### src/rtl/ient_pkg.sv
package ient_pkg;

  typedef enum logic [1:0] {
    MODE_THR = 2'b00,
    MODE_NRM = 2'b01,
    MODE_FST = 2'b10,
    MODE_RSV = 2'b11
  } mode_e;

  typedef struct packed {
    mode_e mode;
    logic  imask;
    logic  fmask;
  } stat_t;

  localparam int NLVL    = 2;
  localparam int LVL_NRM = 0;
  localparam int LVL_FST = 1;

endpackage

### src/rtl/ient_arb.sv
module ient_arb (
  input  logic insn_bnd,
  input  logic exc_ret,
  input  logic nrm_req,
  input  logic fst_req,
  input  logic cur_imask,
  input  logic cur_fmask,
  output logic grant_nrm,
  output logic grant_fst
);

  logic sample_en;
  logic fst_ok;
  logic nrm_ok;

  always_comb begin
    sample_en = insn_bnd & ~exc_ret;
    fst_ok    = fst_req & ~cur_fmask;
    nrm_ok    = nrm_req & ~cur_imask;
    grant_fst = sample_en & fst_ok;
    grant_nrm = sample_en & nrm_ok & ~fst_ok;
  end

endmodule

### src/rtl/ient_bank.sv
module ient_bank
  import ient_pkg::*;
#(
  parameter int AW = 32
) (
  input  logic          clk,
  input  logic          rst_n,
  input  logic [NLVL-1:0] wr_en,
  input  stat_t         wr_stat,
  input  logic [AW-1:0] wr_link,
  input  logic          rd_sel,
  output stat_t         rd_stat,
  output logic [AW-1:0] rd_link
);

  stat_t         stat_q [NLVL];
  logic [AW-1:0] link_q [NLVL];

  for (genvar g = 0; g < NLVL; g++) begin : g_lvl
    always_ff @(posedge clk or negedge rst_n) begin
      if (!rst_n) begin
        stat_q[g] <= '0;
        link_q[g] <= '0;
      end else if (wr_en[g]) begin
        stat_q[g] <= wr_stat;
        link_q[g] <= wr_link;
      end
    end
  end

  always_comb begin
    rd_stat = stat_q[rd_sel];
    rd_link = link_q[rd_sel];
  end

endmodule

### src/rtl/ient_outreg.sv
module ient_outreg
  import ient_pkg::*;
#(
  parameter int AW = 32
) (
  input  logic          clk,
  input  logic          rst_n,
  input  logic          take_d,
  input  logic          ret_d,
  input  logic [AW-1:0] redir_d,
  input  stat_t         stat_d,
  input  logic [AW-1:0] link_d,
  output logic          take_q,
  output logic          ret_q,
  output logic [AW-1:0] redir_q,
  output stat_t         stat_q,
  output logic [AW-1:0] link_q
);

  logic upd_en;

  always_comb upd_en = take_d | ret_d;

  always_ff @(posedge clk or negedge rst_n) begin
    if (!rst_n) begin
      take_q <= 1'b0;
      ret_q  <= 1'b0;
    end else begin
      take_q <= take_d;
      ret_q  <= ret_d;
    end
  end

  always_ff @(posedge clk or negedge rst_n) begin
    if (!rst_n) begin
      redir_q <= '0;
      stat_q  <= '0;
    end else if (upd_en) begin
      redir_q <= redir_d;
      stat_q  <= stat_d;
    end
  end

  always_ff @(posedge clk or negedge rst_n) begin
    if (!rst_n) begin
      link_q <= '0;
    end else if (take_d) begin
      link_q <= link_d;
    end
  end

endmodule

### src/rtl/ient_ctrl.sv
module ient_ctrl
  import ient_pkg::*;
#(
  parameter int          AW       = 32,
  parameter logic [31:0] VEC_NRM  = 32'h0000_0018,
  parameter logic [31:0] VEC_FST  = 32'h0000_001C,
  parameter int          LINK_OFS = 4
) (
  input  logic          clk,
  input  logic          rst_n,
  input  logic          nrm_req,
  input  logic          fst_req,
  input  logic [1:0]    cur_mode,
  input  logic          cur_imask,
  input  logic          cur_fmask,
  input  logic [AW-1:0] next_pc,
  input  logic          insn_bnd,
  input  logic          exc_ret,
  output logic          take_exc,
  output logic          ret_exc,
  output logic [AW-1:0] redirect_pc,
  output logic [1:0]    new_mode,
  output logic          new_imask,
  output logic          new_fmask,
  output logic [AW-1:0] link_val
);

  localparam logic [AW-1:0] VEC_N = AW'(VEC_NRM);
  localparam logic [AW-1:0] VEC_F = AW'(VEC_FST);
  localparam logic [AW-1:0] OFS   = AW'(LINK_OFS);

  // reset: asserted asynchronously, released on a clock edge
  logic [1:0] rst_sync_q;
  logic       rst_q;

  always_ff @(posedge clk or negedge rst_n) begin
    if (!rst_n) rst_sync_q <= 2'b00;
    else        rst_sync_q <= {rst_sync_q[0], 1'b1};
  end
  always_comb rst_q = rst_sync_q[1];

  // grant decision
  logic grant_nrm;
  logic grant_fst;

  ient_arb i_arb (
    .insn_bnd  (insn_bnd),
    .exc_ret   (exc_ret),
    .nrm_req   (nrm_req),
    .fst_req   (fst_req),
    .cur_imask (cur_imask),
    .cur_fmask (cur_fmask),
    .grant_nrm (grant_nrm),
    .grant_fst (grant_fst)
  );

  // banked saved status and link
  stat_t           cur_stat;
  stat_t           bank_stat;
  logic [AW-1:0]   bank_link;
  logic [NLVL-1:0] bank_wr;
  logic [AW-1:0]   entry_link;
  logic            ret_mode_ok;
  logic            ret_go;

  always_comb begin
    cur_stat            = '{mode: mode_e'(cur_mode), imask: cur_imask, fmask: cur_fmask};
    entry_link          = next_pc + OFS;
    bank_wr             = '0;
    bank_wr[LVL_NRM]    = grant_nrm;
    bank_wr[LVL_FST]    = grant_fst;
    ret_mode_ok         = (cur_mode == MODE_NRM) || (cur_mode == MODE_FST);
    ret_go              = exc_ret & ret_mode_ok;
  end

  ient_bank #(.AW(AW)) i_bank (
    .clk     (clk),
    .rst_n   (rst_q),
    .wr_en   (bank_wr),
    .wr_stat (cur_stat),
    .wr_link (entry_link),
    .rd_sel  (cur_mode == MODE_FST),
    .rd_stat (bank_stat),
    .rd_link (bank_link)
  );

  // next-state for the outputs
  logic          take_d;
  logic [AW-1:0] redir_d;
  stat_t         stat_d;

  always_comb begin
    take_d  = grant_nrm | grant_fst;
    redir_d = '0;
    stat_d  = cur_stat;
    if (grant_fst) begin
      redir_d = VEC_F;
      stat_d  = '{mode: MODE_FST, imask: 1'b1, fmask: 1'b1};
    end else if (grant_nrm) begin
      redir_d = VEC_N;
      stat_d  = '{mode: MODE_NRM, imask: 1'b1, fmask: cur_fmask};
    end else if (ret_go) begin
      redir_d = bank_link - OFS;
      stat_d  = bank_stat;
    end
  end

  stat_t out_stat;

  ient_outreg #(.AW(AW)) i_out (
    .clk     (clk),
    .rst_n   (rst_q),
    .take_d  (take_d),
    .ret_d   (ret_go),
    .redir_d (redir_d),
    .stat_d  (stat_d),
    .link_d  (entry_link),
    .take_q  (take_exc),
    .ret_q   (ret_exc),
    .redir_q (redirect_pc),
    .stat_q  (out_stat),
    .link_q  (link_val)
  );

  always_comb begin
    new_mode  = out_stat.mode;
    new_imask = out_stat.imask;
    new_fmask = out_stat.fmask;
  end

  // checks on port behaviour
  AST_FAST_WINS: assert property (@(posedge clk) disable iff (!rst_q)
    (insn_bnd && !exc_ret && fst_req && !cur_fmask) |=> (take_exc && redirect_pc == VEC_F));

  AST_NRM_UNMASKED: assert property (@(posedge clk) disable iff (!rst_q)
    (take_exc && new_mode == 2'b01) |-> $past(!cur_imask));

  AST_FST_UNMASKED: assert property (@(posedge clk) disable iff (!rst_q)
    (take_exc && new_mode == 2'b10) |-> $past(!cur_fmask));

  AST_ENTRY_SETS_I: assert property (@(posedge clk) disable iff (!rst_q)
    take_exc |-> new_imask);

  AST_LINK_OFFSET: assert property (@(posedge clk) disable iff (!rst_q)
    take_exc |-> (link_val == $past(next_pc) + OFS));

  AST_ONE_EVENT: assert property (@(posedge clk) disable iff (!rst_q)
    !(take_exc && ret_exc));

  AST_BND_ONLY: assert property (@(posedge clk) disable iff (!rst_q)
    $past(!insn_bnd || exc_ret) |-> !take_exc);

  AST_THR_RET_IGNORED: assert property (@(posedge clk) disable iff (!rst_q)
    $past(cur_mode == 2'b00 || cur_mode == 2'b11) |-> !ret_exc);

endmodule

### config.mk
export PLATFORM = sky130hd
export DESIGN_NAME = ient_ctrl
export DESIGN_NICKNAME = d
export VERILOG_FILES = /design/src/rtl/ient_pkg.sv /design/src/rtl/ient_arb.sv /design/src/rtl/ient_bank.sv /design/src/rtl/ient_outreg.sv /design/src/rtl/ient_ctrl.sv
export SDC_FILE = /design/constraint.sdc
export NUM_CORES = 1
export LEC_CHECK = 0
export ABC_AREA = 1
export BUFFER_PORTS_ARGS = -buffer_cell sky130_fd_sc_hd__clkbuf_2
export CORE_MARGIN = 2
export CORE_UTILIZATION = 57
export DETAILED_ROUTE_END_ITERATION = 8
export GPL_ROUTABILITY_DRIVEN = 0
export PLACE_DENSITY_LB_ADDON = 0.05
export SLEW_MARGIN = 30
export SYNTH_ARGS = -nofsm -noshare
export SYNTH_HDL_FRONTEND = slang
export SYNTH_SLANG_ARGS = --single-unit
### constraint.sdc
create_clock -name clk -period 7.35 [get_ports clk]
set_input_delay 0.3675 -clock clk [delete_from_list [all_inputs] [get_ports clk]]
set_output_delay 0.3675 -clock clk [all_outputs]
set_load 0.03 [all_outputs]
==> results.ini, run 1 <==
[worst_setup_path]
critPathKind=in2reg
reg2reg_from=i_bank.link_q[34]
cp_num_buf_inv=4
critPathMostFrequentCell=nand2_1
crit_start=cur_mode[0]
cp_max_fo=42
crit_family=simple AND/OR/NAND/NOR gates
max_stage_delay_ps=550
worstPathArrival_ps=2780
path_cells=clkbuf_2 > inv_1 > ha_1 > buf_4 > inv_2 > nand2_1 > nand2_1 > nand2_1 > nor2_2 > nand2_1 > nor2_2 > nand3_1 > nand3_1 > nand2_1
startpoint_type=input port
endpoint_kind=flip-flop
slowest_stage=inv_2
cp.required_ps=7660

[yosys]
synth_most_common_cell=nand2_1
ys.warnings.count=0
netlist_area_mm2=0.007580
synth_top_area_share_pct=47.54
avgSynthCellArea_um2=7.240
ys.flop_type=dfrtp_1
synthTopCellsByArea=dfrtp_1 48%, nand2_1 23%, inv_1 5.2%, o21ai_0 4.6%, nor2_1 3.4%
synth_common_cells=459 x nand2_1, 144 x dfrtp_1, 105 x inv_1
ys_seq_area_share_pct=47.54
yosys.area.top_type=dfrtp_1
synth_edf_count=0
ys_ff_latch=144
synthCells=1047
synthArstFlopShare_pct=100.0
ys_types=34
syn-num-nets=1092

[routing]
first_iter_violations=422
route.detailed.drc=0
drt-total-wl_um=19080
ant_nets=0
wl_per_cell_um=14.26
avgViaCountPerCell=5.113
first_pass_iters=6
vias=6841

[run]
drv_cap=0

[layout]
fin_cells=1338
area_growth_pct=16.33
fillers=1215
n_antenna_cell=0
layout.nets=1195
register_area_mm2=0.003607
multiInputGateArea_mm2=0.003385
drive_above_1_share_pct=15.83
fin_util_pct=67.11

[cts]
clk_latency_ps=430
h-tree-depth=4
post_cts_buffers=0
cts_root_buf=clkbuf_16
clkTransAtPathRegs_ps=60
cts_buffers=17
clk_path_buf_depth=2
cts_tree=done
clock_sinks=144

[die]
ioPinCount=112
row_count=42
die_width_um=119.3
dieArea_mm2=0.01424
core_mm2=0.01314
initial_core_util_pct=57.70
fp.dieH_um=119.3

[timing]
setup_ws_ps=4880
finalCriticalPeriod_ps=2470
finalSetupViolCount=0
finalClockSkew_ps=6.297
tns_ps=0
holdWs_ps=168.9
rsz0062_at_grt=false
max_slew_margin_pct=41.51
hold_viol=0
fmax_mhz=404.9
worstMarginPinSlew_ps=872.0
slew_viol_final=0
post-route-period-util_pct=33.60

[outcome]
status=finished clean

[placed_design]
pre_cts_ws_ps=4475
place.detailed.instances=1305
io_buffers=111
dp_hpwl_um=13500

[grt]
first_global_vias=6481
grt_overflow_total=0
grt_pass1_wl_um=31620
grt_use_total_pct=28.38
grt_max_degree=75
antenna_found_initial=0

[hold_path]
min_from=next_pc[1]
hp-class=in2reg

[power]
vdd_ir_drop_max_mv=0.1638
leakage_nw=4.647
p_per_area_mw_per_mm2=291.3

[power by group]
part | leakage [nW] | total [mW] | switching [mW] | internal [mW]
Sequential | 1.78 | 1.04 | 0.0838 | 0.958
Clock | 0.269 | 0.821 | 0.327 | 0.494
Combinational | 2.59 | 0.706 | 0.505 | 0.201
Total | 4.65 | 2.57 | 0.916 | 1.65
[per-layer routing]
metal  up-vias  routed length, um  GRT usage, %
met5         -                  0             0
met4         0                497         10.88
met3        34               1138         5.460
met2       219               8288         41.92
met1      3168               9159         41.63
li1       3420                  -             -
[cells in the final DEF, fill, tap and decap left out, drive strengths merged]
cell,netlist,layout
xor2,17,17
buf,18,7
bufinv,0,2
nor2,84,84
a21oi,9,9
clkbuf,17,131
inv,108,107
o211ai,1,1
o221ai,1,1
dlygate4sd3,0,1
a41oi,1,1
o21ai,86,86
and2,1,1
ha,3,3
nand4,10,10
clkinvlp,0,2
nand3,40,40
nand3b,4,4
clkinv,1,9
dfrtp,144,144
conb,1,1
and3,1,1
nor3,16,16
or2,1,1
xnor2,11,11
nand2,472,472
[sequential cells by signal, indices dropped and copies added, names as in the netlist]
name,cells
i_out.ret_q,1
i_out.take_q,1
rst_sync_q,2
i_bank.link_q,64
i_out.link_q,32
i_out.stat_q,4
i_bank.stat_q,8
i_out.redir_q,32
[path summary, 6_finish.rpt]
| check | slack, ps | end | depth (start not counted) |
|---|---|---|---|
| max reg2reg | 5580 | i_out.redir_q[28] | 11 |
| max | 4880 | i_out.redir_q[25] | 14 |
| min in group asynchronous | 210 | i_out.link_q[2] | 0 |
| min | 170 | i_out.link_q[1] | 3 |
| min reg2reg | 210 | i_out.link_q[2] | 0 |
| max in group asynchronous | 6180 | i_out.redir_q[25] | 1 |
[final cells by class]
class	count	area share (%)
clock buffer	20	4.952
clock inverter	11	1.334
inverter	109	4.640
multi-input combinational	759	38.39
sequential	144	40.91
tap	176	2.498
timing repair buffer	119	7.280
[cell families after synthesis]
group	count (synthesis)	synth area share (%)
adders and majority gates	3	0.4953
DFF	144	47.54
xor gates and xnor gates	28	3.235
and+or+nand+nor	629	34.20
buffers and inverters	144	7.874
AOI/OAI and AO/OA	98	6.603
other	1	0.04947
[worst reg2reg max path, stage by stage, from the launching register on]
cell and delay, ps:
dfrtp_1 390, inv_1 70, o21ai_1 130, inv_1 100, ha_1 190, nand2_1 80, nor2_2 160, nand2_2 140
nor2_1 170, nand3_1 90, nand3_1 80, nand2_1 50
[repair_timing]
item	CTS	global route
hold buffers	1	0
resized for setup	0	0
endpoints found under the setup margin	0	0
endpoints found under the hold margin	2	0
[through the flow]
step / instance area, um^2 / power [mW]
detailed placement: 8222 / 1.751
global route: 8817 / 2.713
finish: 8817 / 2.569
floorplan: 7580 / 1.545
CTS: 8786 / 2.578
global placement: 8222 / 1.739
No activity file was read; power rests on OpenSTA's default activity.
==> inputs of run 2 (changes only) <==
- ABC_AREA: 1 -> 0
- clock period: 7.35 -> 2.45 ns (I/O delays scaled with it)
==> results.ini, run 2 <==
[cts]
clk_path_buf_depth=2  ; unchanged
cts_tree=done
cts_root_buf=clkbuf_16
h-tree-depth=4  ; unchanged
cts_buffers=17  ; unchanged
clk_latency_ps=420  ; about the same
clkTransAtPathRegs_ps=60  ; about the same
clock_sinks=144  ; unchanged

[timing]
slew_viol_final=0  ; unchanged
holdWs_ps=23.78  ; -145.1 ps
post-route-period-util_pct=99.24
rsz0062_at_grt=true
hold_viol=0  ; unchanged
finalClockSkew_ps=6.847  ; +0.5498 ps
worstMarginPinSlew_ps=927.2  ; +55.25 ps
finalCriticalPeriod_ps=2431
finalSetupViolCount=0  ; unchanged
max_slew_margin_pct=38.18  ; -3.3 points
fmax_mhz=411.3

[worst_setup_path]
r2r_cells=6  ; -5
timing.rr.end=i_out.redir_q[31]
cp_num_buf_inv=1  ; -3
slowest_stage=or4_4
r2r_slack_ps=20  ; -5560 ps
critPathKind=reg2reg
startpoint_type=flip-flop
crit_start=i_bank.link_q[35]
crit_family=simple AND/OR/NAND/NOR gates
endpoint_kind=flip-flop
crit_end=i_out.redir_q[31]
cp_max_fo=3  ; -93%
reg2reg_from=i_bank.link_q[35]
cp.required_ps=2760  ; -4900 ps
max_stage_delay_ps=500  ; -50 ps
worstPathArrival_ps=2740  ; -40 ps
path_cells=or4_4 > a222oi_1 > buf_4 > nand4_1 > or4_1 > a32o_1
cp.depth=6  ; -8

[grt]
grt_max_degree=83  ; +11%
first_global_vias=5864  ; -9.5%
grt_pass1_wl_um=29020  ; -8.2%
grt_overflow_total=0  ; unchanged
antenna_found_initial=0  ; unchanged
grt_use_total_pct=28.82  ; +0.43 points

[outcome]
status=finished clean

[yosys]
yosys.area.top_type=dfrtp_1
ys_seq_area_share_pct=52.30  ; +4.8 points
ys_types=50  ; +47%
netlist_area_mm2=0.006890  ; -9.1%
ys.warnings.count=0  ; unchanged
syn-num-nets=759  ; -30%
synthCells=714  ; -32%
avgSynthCellArea_um2=9.650  ; +33%
synth_common_cells=144 x dfrtp_1, 101 x nand2_1, 81 x o21ai_0
synth_top_area_share_pct=52.30  ; +4.8 points
synthTopCellsByArea=dfrtp_1 52%, o21ai_0 5.9%, nand2_1 5.5%, mux2i_1 4.6%, xor2_1 3.6%
synthArstFlopShare_pct=100.0  ; unchanged
ys.flop_type=dfrtp_1
synth_edf_count=0  ; unchanged
synth_most_common_cell=dfrtp_1
ys_ff_latch=144  ; unchanged

[layout]
fillers=868  ; -29%
n_antenna_cell=0  ; unchanged
area_growth_pct=26.75
regMostFlops=i_bank.link_q
largest_reg_flops=64  ; unchanged
final_cell_mix=143 x dfrtp_1, 111 x clkbuf_2, 101 x nand2_1
drive_above_1_share_pct=26.52  ; +11 points
layout_commonest_cell=dfrtp_1
layout.nets=918  ; -23%
fin_cells=1033  ; -23%
top_regs=i_bank.link_q x64, i_out.link_q x32, i_out.redir_q x32

[die]
dieArea_mm2=0.01298  ; -8.8%
row_count=40  ; -4.8%
core_mm2=0.01191  ; -9.3%
fp.dieH_um=113.9  ; -4.5%
initial_core_util_pct=57.85  ; +0.15 points
ioPinCount=112  ; unchanged
die_width_um=113.9  ; -4.5%

[placed_design]
dp_hpwl_um=12680  ; -6.0%
io_buffers=111  ; unchanged
place.detailed.instances=990  ; -24%

[routing]
avgViaCountPerCell=5.828  ; +14%
first_pass_iters=5  ; -1
first_iter_violations=488  ; +16%
vias=6020  ; -12%
ant_nets=0  ; unchanged
drt-total-wl_um=17820  ; -6.6%
wl_per_cell_um=17.25  ; +21%
route.detailed.drc=0  ; unchanged

[run]
drv_cap=0  ; unchanged

[power]
p_per_area_mw_per_mm2=924.3  ; +220%
vdd_ir_drop_max_mv=0.5943  ; +260%
leakage_nw=3.996  ; -14%

[hold_path]
hp-class=in2async

-- run 2: logic make-up after synthesis --
kind of cell             synth area share (%)
AND/OR/NAND/NOR                         19.52
AO/OA/AOI/OAI                           13.22
flip-flops                              52.30
buffers and inverters                   2.615
XOR/XNOR                                5.466
multiplexers                            6.283
adder cells (fa/ha/maj)                0.5448
other                                 0.05442
-- run 2: metal layers --
layer | share of wire, % | vias to the layer above | global-route usage [%]
li1 | - | 2853 | -
met1 | 45 | 2932 | 39.62
met2 | 48 | 202 | 45.87
met3 | 4.8 | 33 | 5.951
met4 | 2.2 | 0 | 10.08
met5 | 0 | - | 0
-- run 2: how the worst min path moves through the flow --
| stage | startpoint | to | slack (ps) | cells after the start |
|---|---|---|---|---|
| global placement | rst_n | rst_sync_q[0] | -90 | 1 |
| CTS | rst_n | rst_sync_q[1] | 8 | 2 |
| floorplan | rst_n | rst_sync_q[0] | -170 | 0 |
| finish | rst_n | rst_sync_q[1] | 20 | 2 |
| detailed placement | rst_n | rst_sync_q[0] | -90 | 1 |
| global route | cur_mode[1] | i_bank.stat_q[7] | 30 | 2 |
-- run 2: timing repair --
item / 4_1_cts / 5_1_grt
endpoints found under the setup margin: 2 / 6
pin swaps: 2 / 2
resized for setup: 2 / 3
setup buffers: 2 / 1
hold buffers: 7 / 0
hold endpoints to repair: 14 / 0
cloned: 1 / 0
-- run 2: through the flow --
step                      total power [mW]  setup TNS [ps]  cell area (um^2)  util (%)  worst slack [ps]
after floorplan                      4.591           -1348              6984         -            -444.5
after global placement               5.300          -187.2              7996     67.13            -89.86
after detailed placement             5.393          -441.0              7996     67.13            -123.3
after CTS                            8.075               0              8711     73.13             2.051
final                                8.073               0              8733     73.32             18.60
after global routing                 8.465          -162.5              8733     73.32            -77.41
-- run 2: worst register-to-register path, cell delays in order (launching register included) --
cell      delay, ps
dfrtp_1         410
or4_4           500
a222oi_1        320
buf_4           170
nand4_1         190
or4_1           460
a32o_1          260
-- run 2: cell type report --
class                           count  area, um^2  area share (%)
Clock inverter                     10       132.6           1.519
Clock buffer                       22       484.2           5.544
Timing Repair Buffer              181        1137           13.02
Inverter                            5       31.28          0.3582
Multi-Input combinational cell    524        3157           36.15
Sequential cell                   144        3607           41.30
Tap cell                          147       183.9           2.106
-- run 2: report_power, final --
part,total (mW),switching [mW],internal [mW]
Sequential,3.27,0.379,2.89
Combinational,2.14,1.36,0.781
Clock,2.67,0.965,1.70
Total,8.07,2.70,5.37
